`config.mk`:
```
export PLATFORM = sky130hd
export DESIGN_NAME = mux_bus_seq
export DESIGN_NICKNAME = d
export VERILOG_FILES = /design/src/rtl/mux_bus_seq_pkg.sv /design/src/rtl/mux_bus_seq_dp.sv /design/src/rtl/mux_bus_seq_ctl.sv /design/src/rtl/mux_bus_seq.sv
export SDC_FILE = /design/constraint.sdc
export NUM_CORES = 1
export LEC_CHECK = 0
export CAP_MARGIN = 10
export CORE_MARGIN = 2
export CORE_UTILIZATION = 56
export CTS_CLUSTER_DIAMETER = 80
export DETAILED_ROUTE_END_ITERATION = 7
export DONT_BUFFER_PORTS = 1
export PLACE_DENSITY = 0.74
export SYNTH_ARGS = -nofsm -noshare
export SYNTH_HDL_FRONTEND = slang
export SYNTH_SLANG_ARGS = --single-unit
```
`constraint.sdc`:
```
create_clock -name clk -period 1.6 [get_ports clk]
set_input_delay 0.16 -clock clk [delete_from_list [all_inputs] [get_ports clk]]
set_output_delay 0.16 -clock clk [all_outputs]
set_load 0.02 [all_outputs]
```
`src/rtl/mux_bus_seq_pkg.sv`:
```
package mux_bus_seq_pkg;

  typedef enum logic [2:0] {
    KIND_FETCH = 3'd0,
    KIND_MEMRD = 3'd1,
    KIND_MEMWR = 3'd2,
    KIND_IORD  = 3'd3,
    KIND_IOWR  = 3'd4
  } cycKind_e;

  typedef enum logic [2:0] {
    ST_IDLE = 3'd0,
    ST_T1   = 3'd1,
    ST_T2   = 3'd2,
    ST_TW   = 3'd3,
    ST_T3   = 3'd4,
    ST_T4   = 3'd5,
    ST_HOLD = 3'd6
  } seqState_e;

  localparam logic [1:0] STAT_HALT  = 2'b00;
  localparam logic [1:0] STAT_WRITE = 2'b01;
  localparam logic [1:0] STAT_READ  = 2'b10;
  localparam logic [1:0] STAT_FETCH = 2'b11;

  // Strobes from the control to the datapath
  typedef struct packed {
    logic loadReq;    // register address and write byte
    logic captureRd;  // sample the shared lines
    logic addrPhase;  // shared lines carry the low address
    logic inCycle;    // a T-state is in progress
  } seqStrobe_t;

endpackage

```
`src/rtl/mux_bus_seq_dp.sv`:
```
module mux_bus_seq_dp
  import mux_bus_seq_pkg::*;
#(
  parameter int ADDR_W = 16,
  parameter int DATA_W = 8
) (
  input  logic              clk,
  input  logic              rstN,
  input  seqStrobe_t        strobes,
  input  logic [ADDR_W-1:0] reqAddr,
  input  logic [DATA_W-1:0] reqWrData,
  input  logic [DATA_W-1:0] adIn,
  output logic [ADDR_W-DATA_W-1:0] addrHi,
  output logic [DATA_W-1:0] adOut,
  output logic [DATA_W-1:0] rdByte
);

  localparam int HI_W = ADDR_W - DATA_W;

  logic [ADDR_W-1:0] addrQ;
  logic [DATA_W-1:0] wrDataQ;
  logic [DATA_W-1:0] rdDataQ;

  always_ff @(posedge clk or negedge rstN) begin
    if (!rstN) begin
      addrQ   <= '0;
      wrDataQ <= '0;
    end else if (strobes.loadReq) begin
      addrQ   <= reqAddr;
      wrDataQ <= reqWrData;
    end
  end

  always_ff @(posedge clk or negedge rstN) begin
    if (!rstN) begin
      rdDataQ <= '0;
    end else if (strobes.captureRd) begin
      rdDataQ <= adIn;
    end
  end

  assign addrHi = addrQ[ADDR_W-1 -: HI_W];
  assign adOut  = strobes.addrPhase ? addrQ[DATA_W-1:0] : wrDataQ;
  assign rdByte = rdDataQ;

  AST_ADDR_HELD: assert property (@(posedge clk) disable iff (!rstN)
    (strobes.inCycle && $past(strobes.inCycle)) |-> $stable(addrHi));

endmodule

```
`src/rtl/mux_bus_seq_ctl.sv`:
```
module mux_bus_seq_ctl
  import mux_bus_seq_pkg::*;
(
  input  logic       clk,
  input  logic       rstN,
  input  logic       reqValid,
  input  logic [2:0] reqKind,
  input  logic       ready,
  input  logic       holdReq,
  output seqStrobe_t strobes,
  output logic       ale,
  output logic       rdN,
  output logic       wrN,
  output logic       adOe,
  output logic [1:0] busStat,
  output logic       ioSel,
  output logic       holdAck,
  output logic       done,
  output logic       busy
);

  seqState_e stateQ, stateD;
  cycKind_e  kindQ;
  logic      doneQ;
  logic      kindOk;
  logic      startCyc;
  logic      lastT;
  logic      isRead, isWrite, isIo, isFetch;
  logic      dataPhase, inBus;

  assign kindOk   = (reqKind <= 3'd4);
  assign startCyc = (stateQ == ST_IDLE) && !holdReq && reqValid && kindOk;

  assign isFetch = (kindQ == KIND_FETCH);
  assign isRead  = (kindQ == KIND_FETCH) || (kindQ == KIND_MEMRD) || (kindQ == KIND_IORD);
  assign isWrite = (kindQ == KIND_MEMWR) || (kindQ == KIND_IOWR);
  assign isIo    = (kindQ == KIND_IORD) || (kindQ == KIND_IOWR);

  assign lastT = (stateQ == ST_T4) || ((stateQ == ST_T3) && !isFetch);

  always_comb begin
    stateD = stateQ;
    unique case (stateQ)
      ST_IDLE: begin
        if (holdReq)       stateD = ST_HOLD;
        else if (startCyc) stateD = ST_T1;
      end
      ST_T1:   stateD = ST_T2;
      ST_T2, ST_TW: stateD = ready ? ST_T3 : ST_TW;
      ST_T3:   stateD = isFetch ? ST_T4 : (holdReq ? ST_HOLD : ST_IDLE);
      ST_T4:   stateD = holdReq ? ST_HOLD : ST_IDLE;
      ST_HOLD: stateD = holdReq ? ST_HOLD : ST_IDLE;
      default: stateD = ST_IDLE;
    endcase
  end

  always_ff @(posedge clk or negedge rstN) begin
    if (!rstN) begin
      stateQ <= ST_IDLE;
      kindQ  <= KIND_FETCH;
      doneQ  <= 1'b0;
    end else begin
      stateQ <= stateD;
      doneQ  <= lastT;
      if (startCyc) kindQ <= cycKind_e'(reqKind);
    end
  end

  assign dataPhase = (stateQ == ST_T2) || (stateQ == ST_TW) || (stateQ == ST_T3);
  assign inBus     = (stateQ == ST_T1) || dataPhase || (stateQ == ST_T4);

  always_comb begin
    strobes           = '0;
    strobes.loadReq   = startCyc;
    strobes.captureRd = (stateQ == ST_T3) && isRead;
    strobes.addrPhase = (stateQ == ST_T1);
    strobes.inCycle   = inBus;
  end

  always_comb begin
    busStat = STAT_HALT;
    if (inBus) begin
      if (isFetch)      busStat = STAT_FETCH;
      else if (isRead)  busStat = STAT_READ;
      else              busStat = STAT_WRITE;
    end
  end

  assign ale     = (stateQ == ST_T1);
  assign rdN     = !(dataPhase && isRead);
  assign wrN     = !(dataPhase && isWrite);
  assign adOe    = (stateQ == ST_T1) || (dataPhase && isWrite);
  assign ioSel   = inBus && isIo;
  assign holdAck = (stateQ == ST_HOLD);
  assign done    = doneQ;
  assign busy    = (stateQ != ST_IDLE);

  AST_STROBE_EXCL: assert property (@(posedge clk) disable iff (!rstN)
    !(!rdN && !wrN));
  AST_ALE_ONE_CLK: assert property (@(posedge clk) disable iff (!rstN)
    ale |=> !ale);
  AST_ALE_QUIET: assert property (@(posedge clk) disable iff (!rstN)
    ale |-> (rdN && wrN && adOe));
  AST_RD_NO_DRIVE: assert property (@(posedge clk) disable iff (!rstN)
    !rdN |-> !adOe);
  AST_STAT_KEPT: assert property (@(posedge clk) disable iff (!rstN)
    ale |=> $stable(busStat));
  AST_HOLD_RELEASED: assert property (@(posedge clk) disable iff (!rstN)
    holdAck |-> (!adOe && !ale && rdN && wrN && busStat == STAT_HALT));
  AST_HOLD_BETWEEN: assert property (@(posedge clk) disable iff (!rstN)
    $rose(holdAck) |-> (done || $past(!busy)));
  AST_DONE_PULSE: assert property (@(posedge clk) disable iff (!rstN)
    done |=> !done);

endmodule

```
`src/rtl/mux_bus_seq.sv`:
```
module mux_bus_seq
  import mux_bus_seq_pkg::*;
#(
  parameter int ADDR_W = 16,
  parameter int DATA_W = 8
) (
  input  logic                     clk,
  input  logic                     rstN,
  input  logic                     reqValid,
  input  logic [2:0]               reqKind,
  input  logic [ADDR_W-1:0]        reqAddr,
  input  logic [DATA_W-1:0]        reqWrData,
  output logic                     busy,
  output logic                     done,
  output logic [DATA_W-1:0]        rdByte,
  output logic [ADDR_W-DATA_W-1:0] addrHi,
  output logic [DATA_W-1:0]        adOut,
  output logic                     adOe,
  input  logic [DATA_W-1:0]        adIn,
  output logic                     ale,
  output logic                     rdN,
  output logic                     wrN,
  output logic                     ioSel,
  output logic [1:0]               busStat,
  input  logic                     ready,
  input  logic                     holdReq,
  output logic                     holdAck
);

  seqStrobe_t strobes;

  mux_bus_seq_ctl u_ctl (
    .clk      (clk),
    .rstN     (rstN),
    .reqValid (reqValid),
    .reqKind  (reqKind),
    .ready    (ready),
    .holdReq  (holdReq),
    .strobes  (strobes),
    .ale      (ale),
    .rdN      (rdN),
    .wrN      (wrN),
    .adOe     (adOe),
    .busStat  (busStat),
    .ioSel    (ioSel),
    .holdAck  (holdAck),
    .done     (done),
    .busy     (busy)
  );

  mux_bus_seq_dp #(
    .ADDR_W (ADDR_W),
    .DATA_W (DATA_W)
  ) u_dp (
    .clk       (clk),
    .rstN      (rstN),
    .strobes   (strobes),
    .reqAddr   (reqAddr),
    .reqWrData (reqWrData),
    .adIn      (adIn),
    .addrHi    (addrHi),
    .adOut     (adOut),
    .rdByte    (rdByte)
  );

endmodule

```
==> impl_metrics.tcl <==
set metrics [dict create \
    hold_viol 0 \
    syn_nets 183 \
    fp.dieW_um 63.15 \
    end_kind "primary output" \
    syn_area_um2 1959 \
    first_global_vias 1651 \
    std_cell_rows 21 \
    start_util_pct 58.72 \
    antenna_found_initial 0 \
    gp_congestion 0.8082 \
    h-tree-depth 2 \
    globalRouteOverflowTotal 0 \
    final.setup.tns_ns -9.793 \
    ios 74 \
    worst_slack_ns -0.2969 \
    power_leakage_uw 0.001334 \
    finish.instance_area_um2 2828 \
    finalClockSkew_ns 0.007754 \
    place_area_um2 2057 \
    clk_pin_slew_ns 0.12 \
    grt_pass1_wl_um 8797 \
    grt_use_total_pct 29.79 \
    crit_fanout 5 \
    final_cell_mix "dfrtp_1 (37), mux2_4 (36), dlygate4sd3_1 (35), buf_6 (11), buf_4 (11)" \
    area_delta_synth_final_pct 44.32 \
    cp.arrival_ns 1.74 \
    synthCells 143 \
    fp.dieH_um 63.15 \
    fin_nets 240 \
    drt_iter0_drc 80 \
    drv_cap 0 \
    syn_avg_cell_area_um2 13.70 \
    routedWlPerCell_um 23.01 \
    hold_path.class "in2reg" \
    violations "negative setup slack" \
    port-buffer-count 0 \
    final_common_cell "dfrtp_1" \
    maxSlewViolCount 0 \
    worst_setup_path_start_kind "flip-flop" \
    yosysUniqueCellTypes 32 \
    ys_seq_area_share_pct 49.81 \
    min_period_ns 1.897 \
    vdd_ir_drop_max_v 0.001142 \
    finalSetupViolations 48 \
    place_ws_ns -0.01553 \
    timing.final.crit_share_pct 118.6 \
    grt_max_degree 40 \
    vias 1453 \
    synth_seq_cells 39 \
    cts.sink_count 39 \
    ys.warnings.count 0 \
    timing.fmax_ghz 0.5272 \
    crit_type "reg2out" \
    drcViolationCount 0 \
    antenna_cells 0 \
    dieArea_um2 3988 \
    drive_above_1_share_pct 45.77 \
    root_buffer "clkbuf_4" \
    dr.pass1.iters 4 \
    clock_latency_ns 0.35 \
    wirelength_um 5683 \
    status "complete, but fails checks" \
    core_um2 3337 \
    netlist.area_leader.share_pct 49.81 \
    yosys.area.top_type "dfrtp_1" \
    clk_path_buf_depth 2 \
    grt_setup_unrepaired "true" \
    relSlewSlack_pct 71.53 \
    cts_tree "yes" \
    power_density_nw_per_um2 2035 \
    required_ns 1.44 \
    n_fill_cell 168 \
    tightest_slew_ns 0.4226 \
    vias_per_cell 5.883 \
    place.detailed.hpwl_um 2587 \
    cts_buffers 5 \
    drt.antenna.violating_nets 0 \
    synthTopCellsByArea "dfrtp_1 (50%), mux2_4 (15%), mux2_2 (12%)" \
]
## worst paths after layout
path,startpoint,endpoint,slack (ns),depth (start not counted)
setup / recovery,u_ctl.stateQ[1]$_DFFE_PN0P_,wrN,-0.30,3
hold / removal,ready,u_ctl.stateQ[0]$_DFFE_PN0P_,0.01,2
setup reg to reg,u_ctl.stateQ[1]$_DFFE_PN0P_,u_dp.wrDataQ[6]$_DFFE_PN0P_,-0.26,6
hold reg to reg,u_dp.wrDataQ[7]$_DFFE_PN0P_,u_dp.wrDataQ[7]$_DFFE_PN0P_,0.53,1
max in group asynchronous,rstN,u_ctl.stateQ[1]$_DFFE_PN0P_,1.13,2
min in group asynchronous,rstN,u_ctl.kindQ[0]$_DFFE_PN0P_,0.26,2
## power by group
part	internal, uW	switching (uW)
registers	1470	678
logic	1610	1330
clock network	329	340
total	3410	2350
## sequential cells by signal (all words and copies together) (netlist names)
name and flops:
u_dp.wrDataQ 8, u_ctl.kindQ 3, u_dp.rdByte 8, u_ctl.stateQ 3
u_dp.addrQ 16, u_ctl.done 1
## metrics by stage
step	power, uW	cells	utilization [%]	hold slack (ns)
final	5754	247	84.74	0.01253
after global routing	5996	247	84.74	0.006682
after CTS	5494	245	83.95	0.01062
after detailed placement	4227	190	61.64	-0.1347
after global placement	4141	190	61.64	-0.1347
after floorplan	3856	143	-	-0.1356
## logic make-up after synthesis
| logic type | after synthesis | synth area share, % |
|---|---|---|
| flops | 39 | 49.81 |
| compound gates | 20 | 6.705 |
| simple gates | 25 | 9.260 |
| buf+inv | 17 | 6.386 |
| xor+xnor | 1 | 0.4471 |
| mux | 41 | 27.39 |
## final cells by class
cell class | count | area, um2 | share of cell area [%]
Timing Repair Buffer | 65 | 739.5 | 26.15
Tap cell | 46 | 57.56 | 2.035
Inverter | 2 | 7.507 | 0.2655
Clock inverter | 3 | 43.79 | 1.549
Sequential cell | 39 | 978.4 | 34.60
Clock buffer | 5 | 37.54 | 1.327
Multi-Input combinational cell | 87 | 963.4 | 34.07
## metal layers
metal	vias to the layer above	track usage, %	routed length, um
met3	16	8.750	352
met1	726	30.92	2107
met5	-	0	0
met4	0	7.222	142
met2	87	57.85	3080
li1	624	-	-
## critical path: stages, from the launching register on
cell and delay [ns]:
dfrtp_2 0.46, or3b_4 0.41, a211o_4 0.38, buf_6 0.14
## what timing repair did
item | 4_1_cts | 5_1_grt
pin swaps | 1 | 3
gates cloned | 4 | 0
hold endpoints to repair | 76 | 0
gates resized for setup | 38 | 3
hold buffers | 36 | 0
setup buffers | 7 | 3
endpoints found under the setup margin | 47 | 49
## Yosys cell counts
| cell type | count |
|---|---|
| or3b_4 | 1 |
| nor3_1 | 2 |
| nor4_4 | 1 |
| nand3_4 | 1 |
| nor4_1 | 1 |
| or3_1 | 1 |
| nor3_4 | 1 |
| and3b_1 | 1 |
| nor2b_1 | 2 |
| nor2_1 | 3 |
| a31oi_1 | 3 |
| dfrtp_1 | 39 |
| o22a_1 | 1 |
| a222oi_1 | 1 |
| buf_4 | 8 |
| xnor2_1 | 1 |
| a21o_1 | 2 |
| inv_1 | 2 |
| nand2_1 | 4 |
| nor3b_1 | 2 |
| o21ai_0 | 1 |
| nand2b_1 | 2 |
| a21oi_1 | 8 |
| clkbuf_1 | 2 |
| a211o_1 | 3 |
| buf_6 | 4 |
| mux2_2 | 21 |
| a22oi_1 | 1 |
| or3_2 | 1 |
| nand3_1 | 2 |
| buf_2 | 1 |
| mux2_4 | 20 |
No activity file was read; power rests on OpenSTA's default activity.
